==> config.mk <==
export PLATFORM = sky130hd
export DESIGN_NAME = pcu_top
export DESIGN_NICKNAME = d
export VERILOG_FILES = /design/src/rtl/pcu_pkg.sv /design/src/rtl/pcu_arb.sv /design/src/rtl/pcu_next.sv /design/src/rtl/pcu_stack.sv /design/src/rtl/pcu_top.sv
export SDC_FILE = /design/constraint.sdc
export NUM_CORES = 1
export LEC_CHECK = 0
export BUFFER_PORTS_ARGS = -buffer_cell sky130_fd_sc_hd__buf_2
export CAP_MARGIN = 15
export CORE_MARGIN = 2
export CORE_UTILIZATION = 59
export DETAILED_ROUTE_END_ITERATION = 12
export HOLD_SLACK_MARGIN = 0.05
export PLACE_DENSITY_LB_ADDON = 0.15
export SYNTH_ARGS = -nofsm -noshare
export SYNTH_HDL_FRONTEND = slang
export SYNTH_SLANG_ARGS = --single-unit
==> constraint.sdc <==
create_clock -name clk -period 3.55 [get_ports clk]
set_input_delay 0.1775 -clock clk [delete_from_list [all_inputs] [get_ports clk]]
set_output_delay 0.1775 -clock clk [all_outputs]
set_load 0.005 [all_outputs]
==> src/rtl/pcu_pkg.sv <==
package pcu_pkg;

    localparam int unsigned FULL_W = 13;
    localparam int unsigned LIT_W  = 11;
    localparam int unsigned BYTE_W = 8;
    localparam logic [FULL_W-1:0] IRQ_VECTOR = 13'h004;

    typedef enum logic [2:0] {
        OP_HOLD,
        OP_STEP,
        OP_LOWWR,
        OP_GOTO,
        OP_CALL,
        OP_RET,
        OP_IRQ
    } pc_op_e;

endpackage

==> src/rtl/pcu_arb.sv <==
module pcu_arb
    import pcu_pkg::*;
(
    input  logic   step_i,
    input  logic   goto_i,
    input  logic   call_i,
    input  logic   ret_i,
    input  logic   low_wr_i,
    input  logic   irq_i,
    output pc_op_e op_o
);

    // fixed priority, interrupt highest, advance lowest
    always_comb begin
        if (irq_i)         op_o = OP_IRQ;
        else if (ret_i)    op_o = OP_RET;
        else if (call_i)   op_o = OP_CALL;
        else if (goto_i)   op_o = OP_GOTO;
        else if (low_wr_i) op_o = OP_LOWWR;
        else if (step_i)   op_o = OP_STEP;
        else               op_o = OP_HOLD;
    end

    always_comb begin
        a_r9_one_op: assert (!(irq_i && op_o != OP_IRQ));
    end

endmodule

==> src/rtl/pcu_next.sv <==
module pcu_next
    import pcu_pkg::*;
#(
    parameter int unsigned ADDR_W = 13
) (
    input  pc_op_e            op_i,
    input  logic [ADDR_W-1:0] pc_q_i,
    input  logic [LIT_W-1:0]  lit_i,
    input  logic [BYTE_W-1:0] low_data_i,
    input  logic [4:0]        latch_lo_i,
    input  logic [ADDR_W-1:0] pop_data_i,
    output logic [ADDR_W-1:0] pc_d_o,
    output logic              push_o,
    output logic              pop_o,
    output logic [ADDR_W-1:0] push_data_o
);

    always_comb begin
        pc_d_o      = pc_q_i;
        push_o      = 1'b0;
        pop_o       = 1'b0;
        push_data_o = pc_q_i;
        unique case (op_i)
            OP_STEP:  pc_d_o = ADDR_W'(pc_q_i + 1'b1);
            OP_LOWWR: pc_d_o = ADDR_W'({latch_lo_i, low_data_i});
            OP_GOTO:  pc_d_o = ADDR_W'({latch_lo_i[4:3], lit_i});
            OP_CALL: begin
                pc_d_o = ADDR_W'({latch_lo_i[4:3], lit_i});
                push_o = 1'b1;
            end
            OP_RET: begin
                pc_d_o = pop_data_i;
                pop_o  = 1'b1;
            end
            OP_IRQ: begin
                pc_d_o = ADDR_W'(IRQ_VECTOR);
                push_o = 1'b1;
            end
            default: pc_d_o = pc_q_i;
        endcase
    end

endmodule

==> src/rtl/pcu_stack.sv <==
module pcu_stack #(
    parameter int unsigned W     = 13,
    parameter int unsigned DEPTH = 8
) (
    input  logic         clk,
    input  logic         rst_n,
    input  logic         push_i,
    input  logic         pop_i,
    input  logic [W-1:0] push_data_i,
    output logic [W-1:0] pop_data_o
);

    localparam int unsigned PTR_W = (DEPTH > 1) ? $clog2(DEPTH) : 1;
    localparam logic [PTR_W-1:0] LAST = PTR_W'(DEPTH - 1);

    typedef struct packed {
        logic [DEPTH-1:0][W-1:0] mem;
        logic [PTR_W-1:0]        sp;
    } stk_t;

    stk_t st_d, st_q;
    logic [PTR_W-1:0] sp_inc, sp_dec;

    // circular pointer, explicit wrap so any depth works
    always_comb begin
        sp_inc = (st_q.sp == LAST) ? '0 : PTR_W'(st_q.sp + 1'b1);
        sp_dec = (st_q.sp == '0) ? LAST : PTR_W'(st_q.sp - 1'b1);
    end

    assign pop_data_o = st_q.mem[sp_dec];

    always_comb begin
        st_d = st_q;
        if (push_i) begin
            st_d.mem[st_q.sp] = push_data_i;
            st_d.sp           = sp_inc;
        end else if (pop_i) begin
            st_d.sp = sp_dec;
        end
    end

    always_ff @(posedge clk or negedge rst_n) begin
        if (!rst_n) st_q <= '0;
        else        st_q <= st_d;
    end

    a_r8_push_ptr: assert property (@(posedge clk) disable iff (!rst_n)
        push_i |=> st_q.sp == (($past(st_q.sp) == LAST) ? '0 : PTR_W'($past(st_q.sp) + 1'b1)));

    a_r8_pop_ptr: assert property (@(posedge clk) disable iff (!rst_n)
        (pop_i && !push_i) |=> st_q.sp == (($past(st_q.sp) == '0) ? LAST : PTR_W'($past(st_q.sp) - 1'b1)));

    a_r8_push_lands: assert property (@(posedge clk) disable iff (!rst_n)
        push_i |=> pop_data_o == $past(push_data_i));

    a_r10_idle_ptr: assert property (@(posedge clk) disable iff (!rst_n)
        (!push_i && !pop_i) |=> $stable(st_q.sp));

endmodule

==> src/rtl/pcu_top.sv <==
module pcu_top
    import pcu_pkg::*;
#(
    parameter int unsigned ADDR_W      = 13,
    parameter int unsigned STACK_DEPTH = 8
) (
    input  logic              clk,
    input  logic              rst_n,
    input  logic              step_i,
    input  logic              goto_i,
    input  logic              call_i,
    input  logic              ret_i,
    input  logic              low_wr_i,
    input  logic              irq_i,
    input  logic [10:0]       lit_i,
    input  logic [7:0]        low_data_i,
    input  logic [7:0]        latch_i,
    output logic [ADDR_W-1:0] addr_o,
    output logic [7:0]        low_o,
    output logic              gie_clr_o
);

    typedef struct packed {
        logic [ADDR_W-1:0] pc;
        logic              gie_clr;
    } state_t;

    state_t            st_d, st_q;
    pc_op_e            op;
    logic [ADDR_W-1:0] pc_nxt;
    logic              push, pop;
    logic [ADDR_W-1:0] push_data, pop_data;
    logic [2:0]        latch_unused;

    assign latch_unused = latch_i[7:5]; // upper latch bits carry no meaning

    pcu_arb u_arb (
        .step_i   (step_i),
        .goto_i   (goto_i),
        .call_i   (call_i),
        .ret_i    (ret_i),
        .low_wr_i (low_wr_i),
        .irq_i    (irq_i),
        .op_o     (op)
    );

    pcu_next #(.ADDR_W(ADDR_W)) u_next (
        .op_i        (op),
        .pc_q_i      (st_q.pc),
        .lit_i       (lit_i),
        .low_data_i  (low_data_i),
        .latch_lo_i  (latch_i[4:0]),
        .pop_data_i  (pop_data),
        .pc_d_o      (pc_nxt),
        .push_o      (push),
        .pop_o       (pop),
        .push_data_o (push_data)
    );

    pcu_stack #(.W(ADDR_W), .DEPTH(STACK_DEPTH)) u_stack (
        .clk         (clk),
        .rst_n       (rst_n),
        .push_i      (push),
        .pop_i       (pop),
        .push_data_i (push_data),
        .pop_data_o  (pop_data)
    );

    always_comb begin
        st_d         = st_q;
        st_d.pc      = pc_nxt;
        st_d.gie_clr = (op == OP_IRQ);
    end

    always_ff @(posedge clk or negedge rst_n) begin
        if (!rst_n) st_q <= '0;
        else        st_q <= st_d;
    end

    assign addr_o    = st_q.pc;
    assign low_o     = st_q.pc[7:0];
    assign gie_clr_o = st_q.gie_clr;

    a_r2_step: assert property (@(posedge clk) disable iff (!rst_n)
        (op == OP_STEP) |=> addr_o == ADDR_W'($past(addr_o) + 1'b1));

    a_r3_goto: assert property (@(posedge clk) disable iff (!rst_n)
        (op == OP_GOTO) |=> addr_o == ADDR_W'({$past(latch_i[4:3]), $past(lit_i)}));

    a_r5_return: assert property (@(posedge clk) disable iff (!rst_n)
        (op == OP_RET) |=> addr_o == $past(pop_data));

    a_r7_vector: assert property (@(posedge clk) disable iff (!rst_n)
        irq_i |=> (addr_o == ADDR_W'(IRQ_VECTOR)) && gie_clr_o);

    a_r7_pulse_cause: assert property (@(posedge clk) disable iff (!rst_n)
        $rose(gie_clr_o) |-> $past(irq_i));

    a_r10_hold: assert property (@(posedge clk) disable iff (!rst_n)
        (op == OP_HOLD) |=> $stable(addr_o) && !gie_clr_o);

endmodule

======== Yosys cells after proc, flatten, opt, wreduce, memory -nomap -nowiden ========
Index checks and enable logic that the tools add are counted.
word-level totals
  register bits ........................... 121
  input port bits ......................... 35
  word-level logic and storage cells ...... 48
cells by class
  $add $sub $neg .......................... 3
  order comparisons ....................... 3
  eq/ne operators ......................... 7
  muxes and demuxes ....................... 18
  reduce and logical (&&, ||, !) cells .... 6
operators by type and width
  cell                                                         number
  bitwise mux 104 bit                                          1
  case mux 13 bit (5 select lines)                             1
  binary-select mux 13 bit (select 3 bit)                      1
  demux 13 bit (select 3 bit)                                  1
  two-way mux 3 bit                                            9
  two-way mux 13 bit                                           2
  adder 13 x 1 -> 13 bit (second input constant)               1
  == test 3 bit (second input constant)                        4
  less-than comparator 3 x 4 -> 1 bit (second input constant)  2
  == test 3 x 2 -> 1 bit (second input constant)               2
  nonzero test 5 bit                                           1
  OR reduction 2 bit                                           2
  adder 3 x 1 -> 3 bit (second input constant)                 1
  == test 3 x 1 -> 1 bit (second input constant)               1
  >= comparator 3 x 1 -> 1 bit (second input constant)         1
  zero test 3 bit                                              1
  two-way mux 1 bit                                            3
  subtractor 3 x 1 -> 3 bit (second input constant)            1
  nonzero test 2 bit                                           1
  logical AND 1 bit                                            1

======== Logic depth before layout (Yosys ltp) ========
Gate-level depths: netlist (run 1).
  word-level depth ........................ 10
  mapped depth ............................ 11
  mapped depth without buffers ............ 8

======== Hierarchy ========
A second synthesis (run 1) with hierarchy kept.
unflattened totals
  cell total of the unflattened synthesis .. 604
  area, all modules ....................... 6957.9 sq um
modules (own cells, without submodules)
  module     instances  cells each  area each (sq um)  seq. area each (sq um)
  pcu_stack  1          397         5471.5             2677.6
  pcu_next   1          176         1017.2             0.0
  pcu_top    1          23          419.2              350.3
  pcu_arb    1          8           50.0               0.0

======== Least setup slack after synthesis (run 1) ========
OpenSTA, ideal clock, no wires.
  kind .................................... reg-to-reg
  start ................................... register u_stack.st_q[0] (netlist bit)
  end ..................................... register st_q (netlist bit addr_o[1])
  setup time .............................. 0.139 ns
  arrival time ............................ 2.385 ns
  setup slack ............................. 1.026 ns
  cell stages (with the launch flop) ...... 12
  buffers on the path ..................... 4
  period minus slack after synthesis ...... 2.524 ns
  cells stage by stage .................... dfrtp_1 -> inv_2 -> buf_4 -> buf_6 -> ha_1 -> ha_1 -> nand2b_1 -> clkbuf_2 -> buf_1 -> mux4_2 -> a22oi_1 -> a22oi_1
between the ends
  cells in the longest elaborated chain, start to end .. 5
ends and longest elaborated chain
  element                                                       line             source
  start: declaration                                            pcu_stack.sv:21  stk_t st_d, st_q;
  start signal: assignment                                      pcu_stack.sv:44  else st_q <= st_d;
  subtractor 3 x 1 -> 3 bit or zero test 3 bit (tied branches)  pcu_stack.sv:27  sp_dec = (st_q.sp == '0) ? LAST : PTR_W'(st_q.sp - 1'b1);
  two-way mux 3 bit (*)                                         pcu_stack.sv:27
  binary-select mux 13 bit (select 3 bit) (*)                   pcu_stack.sv:30  assign pop_data_o = st_q.mem[sp_dec];
  two-way mux 13 bit (not written as such) (*)                  pcu_stack.sv:30
  case mux 13 bit (5 select lines) (*)                          pcu_next.sv:23   unique case (op_i)
  end signal: assignment                                        pcu_top.sv:77    else st_q <= st_d;
  end: declaration                                              pcu_top.sv:28    state_t st_d, st_q;
Every way passes the cells marked *; elsewhere a longest branch is shown, timed or not. The select of a mux whose other input is x is not followed.
A chain may end at the register's enable or synchronous reset.

======== Final worst setup path (run 1) ========
  start ................................... register u_stack.st_q[0] (netlist bit)
  end ..................................... register st_q (netlist bit addr_o[12])
Same word-level chain as after synthesis.

==> metrics.md, run 1 <==
| Metric | Value |
|---|---|
| Slew Limit Fails | `0` |
| Cell Area, Synth | `just under 6000 µm²` |
| Tcrit/Tclk final | `78.4%` |
| Die H | `104 µm` |
| Data arrival, critical path | `3180 ps` |
| Wirelength per Cell | `between 20 and 25 µm` |
| Power density cells | `906 nW/µm²` |
| Initial Utilization | `roughly 60%` |
| Crit start category | `register` |
| Max cap viols | `0` |
| Sequential element share of the synthesized area | `51.6%` |
| Part of the power in registers | `37.6%` |
| Max_slew headroom | `about two fifths` |
| Core Rows | `36` |
| GR Overflow Total | `0` |
| Final setup violation count | `0` |
| Clock-pin slew on the worst setup and hold paths | `60 ps` |
| Pwr Total | `6.34 mW` |
| Critical path type | `register to register` |
| Gate power share | `34.3%` |
| DP Area | `approximately 6200 µm²` |
| Final Wtd Congestion | `0.835` |
| Worst path required time | `3950 ps` |
| Sw Ratio | `a little under a third` |
| Hold Path Depth | `3` |
| Main synth FF type | `dfrtp_1` |
| Port Buf Inserts | `53` |
| Synthesized area per cell | `14.1 µm²` |
| Latest clock arrival within the worst-skew pair | `510 ps` |
| Multi-input logic area | `2610 µm²` |
| Final TNS setup | `0 ps` |
| Async set or reset register ratio after synthesis | `100%` |
| Global-route usage over all layers | `between 20% and 30%` |
| CTS tree | `yes` |
| Layout Area Growth over Synthesis | `19.5%` |
| First-pass GRT wire length | `between 20 and 25 mm` |
| Internal cell power | `4.33 mW` |
| Pin count of the biggest net entering global routing | `between 70 and 80` |
| VDD IR-drop max | `between 500 and 600 µV` |
| Worst clock skew | `roughly 9.4 ps` |
| Outcome | `finished, final reports clean` |
| Vias per cell | `between 6 and 7` |
| Worst-path fanout max | `26` |
| Final HPWL DP | `8.35 mm` |
| Hold Fails Final Rpt | `0` |
| Post-CTS Repair Setup Buffers | `0` |
| Clk sinks | `121` |
| Unrepaired setup endpoints after global routing | `false` |
| Antenna fix cells | `0` |
| EDFF count, synth | `0` |
| Share of cells above drive strength 1 | `46.7%` |
| Core footprint | `9730 µm²` |
| Die Footprint | `10,800 µm²` |
| Detail Route Antenna Nets | `0` |
| Min Tclk post-route | `between 2000 and 3000 ps` |
| Final #Nets | `518` |
| Synth Instances | `417` |
| Root Buffer | `clkbuf_8` |
| Num CTS Buffers | `17` |
| Initial antenna violation count | `0` |
| Sequential standard cell area | `3030 µm²` |
| H-tree depth | `4` |
| YS warnings | `0` |
| Net Switching | `2.01 mW` |
| Clock buffer depth | `2` |
| Die X | `104 µm` |
| Fillers | `670` |
| Synth cell types | `46` |
| Max frequency | `359 MHz` |
| Yosys reg bits | `roughly 120` |
| I/O Pins | `57` |
| Drt pass-1 iters | `4` |
| DR DRC count | `0` |
| Worst R2R Path Depth | `9` |
| DRT Wirelength | `13.8 mm` |
| DRT iter0 DRCs | `about 210` |
| Syn_nets | `457` |
| Min-delay worst type | `primary input to register` |
| Clock power frac | `28.1%` |
| Vias | `3,884` |
| Finished Core Util | `roughly 72%` |
| Worst-Margin Slew | `915 ps` |
| CP Capture Type | `register` |
| Leak | `3.21 nW` |
| Design area | `between 7000 and 8000 µm²` |
| Vias in the first global route | `just over 4,000` |
## per-stage QoR
stage,hold WS [ps],setup WS [ps],instances
2_1_floorplan,-118,1030,417
3_3_place_gp,356,868,571
3_5_place_dp,366,841,571
4_1_cts,51.2,823,623
5_1_grt,50.8,599,623
6_report,58.1,767,623
## cell usage in the layout (no fill, tap or decap), types with 3 or more instances in the layout
master and n:
dfrtp_1 121, mux2_2 104, buf_2 52, mux4_2 25
dlygate4sd3_1 21, a22oi_1 18, clkbuf_16 16, buf_4 11
nor2_1 10, nand2_1 8, a221oi_1 8, xnor2_1 8
inv_1 7, nor3_1 5, nand4_1 5, o21ai_0 5
ha_1 5, bufinv_16 4, nand2b_1 3, nand3_1 3
mux2i_1 3, xor2_1 3, a22o_1 3, clkbuf_8 3
clkinvlp_4 3
## synthesized netlist by cell type (all sizes together), types with 2 or more instances
master   instances  area, µm²
nor2b            2       12.5
inv              8       30.0
clkbuf          16       61.3
nand3            3       15.0
and2             2       12.5
mux2i            3       30.0
dfrtp          121       3030
o21a             2       15.0
a2bb2oi          2       17.5
xor2             3       26.3
a22oi           18        135
o21ai            5       25.0
nor2            11       43.8
o22a             2       17.5
nand4            5       31.3
a221oi           8       70.1
mux4            25        563
a21oi            2       13.8
a222oi           2       20.0
buf             26        155
nand2            8       30.0
ha               5       62.6
a22o             3       26.3
xnor2            8       70.1
a2111oi          2       17.5
mux2           104       1170
nand2b           3       18.8
nor3             5       25.0
nor4             4       37.5
## worst max-delay path, stage by stage, from the launching register on
cell       delay, ps
dfrtp_1          550
inv_2             70
ha_1             210
ha_1             210
nand2b_1         140
buf_4            250
a2111oi_0        620
o41ai_1          220
a22o_1           230
a22o_1           170
## power by group through the flow
stage / sequential, mW / combinational (mW) / clock, mW
global placement: 2.35 / 2.11 / 0
detailed placement: 2.39 / 2.15 / 0
CTS: 2.37 / 2.19 / 1.80
global route: 2.46 / 2.34 / 1.87
finish: 2.38 / 2.18 / 1.78
floorplan: 2.17 / 1.79 / 0
## per-layer routing
metal	GRT usage [%]	part of all wire [%]	wire length, µm
met1	38.2	43	5950
met2	42.3	48	6640
met3	6.54	6.5	897
met4	11.1	2.4	336
met5	0	0	0
## registers in the layout, summed over array words and instances, names as in the netlist
signal	count
addr_o	13
gie_clr_o	1
u_stack.st_q	107
## timing repair
action / in CTS / in global routing
hold endpoints to repair: 81 / 0
hold buffers: 21 / 0
resized for setup: 0 / 0
## final cells by class
class,instances,share of cell area (%)
clock inverters,11,2.43
well taps,133,2.38
inverters,8,0.429
repair buffers,84,7.89
flip-flops and latches,121,43.2
multi-input cells,246,37.3
clock buffers,20,6.36
## cell families (layout without fill, tap and decap cells)
kind of cell | count (synthesis) | count (layout) | share of synthesized area, %
fa+ha+maj | 5 | 5 | 1.07
xor+xnor | 11 | 11 | 1.64
flops | 121 | 121 | 51.6
compound gates | 51 | 51 | 7.04
mux | 132 | 132 | 30.1
simple gates | 47 | 47 | 4.31
buf+inv | 50 | 123 | 4.20
## final timing paths
path,start,to,slack (ps)
max,u_stack.st_q[0],addr_o[12],770
min,lit_i[1],addr_o[1],60
max reg2reg,u_stack.st_q[0],addr_o[12],770
min reg2reg,u_stack.st_q[33],u_stack.st_q[33],500
max in group asynchronous,rst_n,u_stack.st_q[11],2280
min in group asynchronous,rst_n,u_stack.st_q[0],330
No activity file was read; power rests on OpenSTA's default activity.
==> run 2: changes to the inputs <==
--- a/config.mk
+++ b/config.mk
@@ -8,7 +8,7 @@
 export BUFFER_PORTS_ARGS = -buffer_cell sky130_fd_sc_hd__buf_2
 export CAP_MARGIN = 15
 export CORE_MARGIN = 2
-export CORE_UTILIZATION = 59
+export CORE_UTILIZATION = 53
 export DETAILED_ROUTE_END_ITERATION = 12
 export HOLD_SLACK_MARGIN = 0.05
 export PLACE_DENSITY_LB_ADDON = 0.15
==> constraint.sdc (replaced) <==
create_clock -name clk -period 2.4 [get_ports clk]
set_input_delay 0.12 -clock clk [delete_from_list [all_inputs] [get_ports clk]]
set_output_delay 0.12 -clock clk [all_outputs]
set_load 0.005 [all_outputs]
==> metrics.md, run 2 (synthesis results as in run 1) <==
| Metric | Value |
|---|---|
| Placed Instances | `596` |
| CP max-delay cell | `dfrtp_1` |
| Die Footprint | `between 10,000 and 15,000 µm²` |
| Top reg by flops | `u_stack.st_q` |
| Detail Route Antenna Nets | `0` |
| Wirelength per Cell | `22.0 µm` |
| Data arrival, critical path | `2680 ps` |
| First-pass GRT wire length | `22.7 mm` |
| Met2 WL | `between 7 and 8 mm` |
| Tcrit/Tclk final | `94.4%` |
| Fillers | `770` |
| Die H | `109 µm` |
| Worst-path fanout max | `16` |
| Internal cell power | `6.59 mW` |
| Post-CTS Repair Setup Buffers | `0` |
| Worst clock skew | `7.47 ps` |
| Die X | `109 µm` |
| Power density cells | `approximately 1300 nW/µm²` |
| CP Capture Type | `register` |
| Max_slew headroom | `52.2%` |
| Final HPWL DP | `8.89 mm` |
| Vias in the first global route | `4,053` |
| Worst path required time | `roughly 2800 ps` |
| M1 WL | `6.28 mm` |
| Vias | `3,917` |
| GR Overflow Total | `0` |
| Max reg flops | `107` |
| WP buf/inv | `2` |
| Pin count of the biggest net entering global routing | `53` |
| Slowest stage delay, CP | `370 ps` |
| Final Wtd Congestion | `slightly below 0.8` |
| Sw Ratio | `31.5%` |
| Share of cells above drive strength 1 | `48.5%` |
| Final #Nets | `540` |
| Slew Limit Fails | `0` |
| DRT Wirelength | `between 10 and 15 mm` |
| Clock-pin slew on the worst setup and hold paths | `~60 ps` |
| Min Tclk post-route | `between 2000 and 2500 ps` |
| Met3 WL | `830 µm` |
| Core Rows | `38` |
| Global-route usage over all layers | `a little over a quarter` |
| Pwr Total | `9.63 mW` |
| Net Switching | `just over 3 mW` |
| Multi-input logic area | `approximately 2600 µm²` |
| CTS tree | `yes` |
| CP top delay family | `simple AND/OR/NAND/NOR gates` |
| Root Buffer | `clkbuf_8` |
| Gate power share | `36.2%` |
| VDD IR-drop max | `918 µV` |
| Port Buf Inserts | `53` |
| Worst-Margin Slew | `716 ps` |
| Vias per cell | `6.00` |
| Initial Utilization | `a little over half` |
| Outcome | `finished, final reports clean` |
| Drt pass-1 iters | `5` |
| Hold Fails Final Rpt | `0` |
| Clock power frac | `roughly 28%` |
| Clk sinks | `~120` |
| Cell mode on critical path | `ha_1` |
| Max cap viols | `0` |
| DR DRC count | `0` |
| Min-delay worst type | `primary input to register` |
| DRT iter0 DRCs | `a little over 300` |
| Sequential standard cell area | `3030 µm²` |
| Clock buffer depth | `2` |
| Part of the power in registers | `35.7%` |
| Unrepaired setup endpoints after global routing | `false` |
| Final setup violation count | `0` |
| Layout Area Growth over Synthesis | `23.2%` |
| Crit start category | `register` |
| Commonest non-fill, non-tap cells in the layout | `dfrtp_1 (120), mux2_2 (104), buf_2 (52)` |
| Commonest non-fill, non-tap cell in the layout | `dfrtp_1` |
| Antenna fix cells | `0` |
| Initial antenna violation count | `0` |
| I/O Pins | `57` |
| H-tree depth | `4` |
| Num CTS Buffers | `17` |
| Leak | `between 3 and 4 nW` |
| Cells along the critical path | `inv_1 -> ha_1 -> ha_1 -> nand2b_1 -> buf_6 -> mux4_2 -> a22o_1 -> nor3_1 -> a21oi_1` |
| Latest clock arrival within the worst-skew pair | `530 ps` |
| DR top layer | `met4` |
| Critical path type | `register to register` |
| Max frequency | `441 MHz` |
| Finished Core Util | `66.6%` |
| Fin cells | `653` |
| Core footprint | `10,800 µm²` |
[run 2: worst min-delay path: stages]
cell and delay [ps]:
buf_2 180, a2bb2oi_1 90, o22a_1 160
[run 2: metrics by stage]
stage	hold WS, ps	setup slack [ps]	cell area, µm²	TNS [ps]
2_1_floorplan	-176	-4.03	5870	-17.6
3_5_place_dp	212	106	6340	0
6_report	63.4	134	7220	0
3_3_place_gp	197	143	6340	0
4_1_cts	51.7	79.2	7220	0
5_1_grt	89.8	8.14	7220	0
[run 2: path summary, 6_finish.rpt]
| kind | from | end | slack (ps) | depth (start not counted) |
|---|---|---|---|---|
| worst max-delay path | u_stack.st_q[1] | addr_o[2] | 130 | 9 |
| worst min register to register | u_stack.st_q[33] | u_stack.st_q[33] | 500 | 1 |
| worst min-delay path | ret_i | u_stack.st_q[2] | 60 | 3 |
| max in group asynchronous | rst_n | u_stack.st_q[61] | 1320 | 3 |
| min in group asynchronous | rst_n | u_stack.st_q[1] | 170 | 2 |
| worst max register to register | u_stack.st_q[1] | addr_o[2] | 130 | 9 |
[run 2: layout make-up]
type / count / area share [%]
clock inverter: 13 / 2.79
timing repair buffer: 106 / 10.3
clock buffer: 19 / 5.84
sequential: 121 / 41.9
multi-input combinational: 246 / 36.3
inverter: 8 / 0.416
tap: 140 / 2.43
[run 2: what timing repair did]
action,in CTS,in global routing
hold buffers,25,0
resized for setup,0,1
hold endpoints to repair,65,0
setup endpoints to repair,0,1
[run 2: metal layers]
metal / track usage, % / vias to the layer above
met3: 6.28 / 16
met1: 35.9 / 2065
li1: - / 1730
met2: 42.5 / 106
met5: 0 / -
met4: 7.96 / 0
[run 2: power groups by stage]
stage	clock [mW]	sequential [mW]	combinational, mW
finish	2.71	3.43	3.49
global route	2.83	3.54	3.76
CTS	2.73	3.42	3.50
detailed placement	0	3.45	3.44
global placement	0	3.39	3.37
floorplan	0	3.22	2.68
==> run 3: changes to the inputs <==
--- a/config.mk
+++ b/config.mk
@@ -12,6 +12,7 @@
 export DETAILED_ROUTE_END_ITERATION = 12
 export HOLD_SLACK_MARGIN = 0.05
 export PLACE_DENSITY_LB_ADDON = 0.15
+export SETUP_SLACK_MARGIN = 0.2
 export SYNTH_ARGS = -nofsm -noshare
 export SYNTH_HDL_FRONTEND = slang
 export SYNTH_SLANG_ARGS = --single-unit
==> metrics.md, run 3 (synthesis results as in run 1) <==
| Metric | Value |
|---|---|
| Vias | `3,956` |
| Max frequency | `~460 MHz` |
| RR Endpoint | `addr_o[2]` |
| I/O Pins | `57` |
| Initial Utilization | `54.1%` |
| Commonest non-fill, non-tap cells in the layout | `dfrtp_1 (118), mux2_2 (104), buf_2 (52)` |
| Vias in the first global route | `4,002` |
| Core footprint | `10,800 µm²` |
| Core Rows | `38` |
| Detail Route Antenna Nets | `0` |
| Pwr Total | `9.75 mW` |
| CP Capture Type | `register` |
| Drt pass-1 iters | `4` |
| Slew Limit Fails | `0` |
| Power density cells | `1330 nW/µm²` |
| Pin count of the biggest net entering global routing | `45` |
| Die H | `109 µm` |
| Setup WS post-layout | `245 ps` |
| DP Area | `between 6000 and 7000 µm²` |
| Worst path required time | `between 2000 and 3000 ps` |
| Clock buffer depth | `2` |
| Worst-path fanout max | `5` |
| Worst-Margin Slew | `619 ps` |
| H-tree depth | `4` |
| R2R Setup Slk | `300 ps` |
| WP buf/inv | `4` |
| DRT Wirelength | `14.5 mm` |
| Final #Nets | `540` |
| VDD IR-drop max | `1220 µV` |
| Data arrival, critical path | `2600 ps` |
| Cells along the critical path | `dlygate4sd3_1 -> buf_2 -> or2_4 -> nor4_4 -> buf_6 -> a221oi_1 -> dlygate4sd3_1 -> a22oi_1` |
| Num CTS Buffers | `17` |
| CP top delay family | `buffers and inverters` |
| Max cap viols | `0` |
| Hold Startpoint | `ret_i` |
| Clock-pin slew on the worst setup and hold paths | `roughly 60 ps` |
| Design area | `~7300 µm²` |
| Unrepaired setup endpoints after global routing | `true` |
| Reg-to-reg startpoint | `u_stack.st_q[1]` |
| Slowest stage delay, CP | `roughly 600 ps` |
| First-pass GRT wire length | `22.6 mm` |
| Final TNS setup | `0 ps` |
| Min-delay worst type | `primary input to register` |
| Finished Core Util | `67.7%` |
| Clk sinks | `121` |
| Post-Place Worst Slack | `121 ps` |
| Tcrit/Tclk final | `89.8%` |
| Root Buffer | `clkbuf_8` |
| Hold Path Depth | `3` |
| Min Tclk post-route | `about 2200 ps` |
| GR Overflow Total | `0` |
| Share of cells above drive strength 1 | `approximately 50%` |
| Latest clock arrival within the worst-skew pair | `530 ps` |
| Crit start category | `primary input` |
| Die X | `109 µm` |
| Hold endpoint | `u_stack.st_q[2]` |
| CTS tree | `yes` |
| Outcome | `finished, final reports clean` |
| DRT iter0 DRCs | `roughly 240` |
| Critical path type | `primary input to register` |
| Vias per cell | `6.06` |
| Commonest non-fill, non-tap cell in the layout | `dfrtp_1` |
| Final setup violation count | `0` |
| Max reg flops | `107` |
| Die Footprint | `about 12,000 µm²` |
| Cell mode on critical path | `dlygate4sd3_1` |
| Worst R2R Path Depth | `9` |
| Final HPWL DP | `8.84 mm` |
| DR DRC count | `0` |
| Max_slew headroom | `58.7%` |
| Top reg by flops | `u_stack.st_q` |
| Initial antenna violation count | `0` |
| Final Wtd Congestion | `0.798` |
| Global-route usage over all layers | `a little over a quarter` |
| Leak | `3.35 nW` |
| Antenna fix cells | `0` |
| CP max-delay cell | `dlygate4sd3_1` |
| Crit path from | `call_i` |
| Worst clock skew | `9.27 ps` |
| Wirelength per Cell | `22.2 µm` |
| Layout Area Growth over Synthesis | `25.1%` |
| Port Buf Inserts | `53` |
| Hold Fails Final Rpt | `0` |
## run 3: cell count changes in the layout (fill, tap and decap cells not counted), sizes merged
| cell | previous run | this run |
|---|---|---|
| clkbuf | 19 | 20 |
| bufinv | 5 | 4 |
| clkinvlp | 3 | 0 |
| dlygate4sd3 | 25 | 28 |
| clkinv | 5 | 7 |
| inv | 8 | 9 |
| buf | 81 | 78 |
## run 3: worst register-to-register path, cell delays in order (launching register included)
cell      delay [ps]
dfrtp_2          440
inv_2            120
ha_4             140
ha_4             120
nand2b_1         140
buf_6            210
mux4_2           330
a22o_1           250
nor3_1           150
a21oi_1           60
## run 3: layout make-up
cell class	instances	area, µm²
fillers	752	3510
flip-flops and latches	121	3030
clock inverters	12	171
clock buffers	20	445
multi-input cells	246	2700
repair buffers	106	781
well taps	140	175
inverters	8	30.0
## run 3: per-layer routing
metal / up-vias / wire, µm / part of all wire [%] / global-route usage (%)
met2: 112 / 6920 / 48 / 40.7
met5: - / 0 / 0 / 0
met3: 18 / 747 / 5.2 / 6.40
met4: 0 / 274 / 1.9 / 8.95
li1: 1726 / - / - / -
met1: 2100 / 6550 / 45 / 37.3
## run 3: worst max path at each step
stage / endpoint / slack, ps / cells after the start
after floorplan: addr_o[12] / 200 / 10
after detailed placement: addr_o[10] / 120 / 6
after global placement: addr_o[6] / 180 / 6
after global routing: addr_o[5] / 150 / 8
after CTS: addr_o[2] / 200 / 9
final: addr_o[5] / 250 / 8
## run 3: timing repair
item | CTS | global route
cloned | 0 | 1
endpoints found under the hold margin | 59 | 0
gates resized for setup | 2 | 13
hold buffers | 28 | 0
setup endpoints to repair | 10 | 13
pin swaps | 0 | 1
buffers inserted | 0 | 1
## run 3: where the power goes
group	leakage, nW	switching (mW)	internal [mW]	total, mW
combinational	1.46	1.61	2.04	3.65
sequential	1.58	0.577	2.88	3.45
clock	0.309	0.911	1.74	2.65
total	3.35	3.10	6.65	9.75
## run 3: per-stage QoR
step                hold WS, ps  instances
detailed placement          171        591
global route               86.3        653
floorplan                  -176        417
CTS                        51.6        651
global placement            169        591
finish                     90.5        653
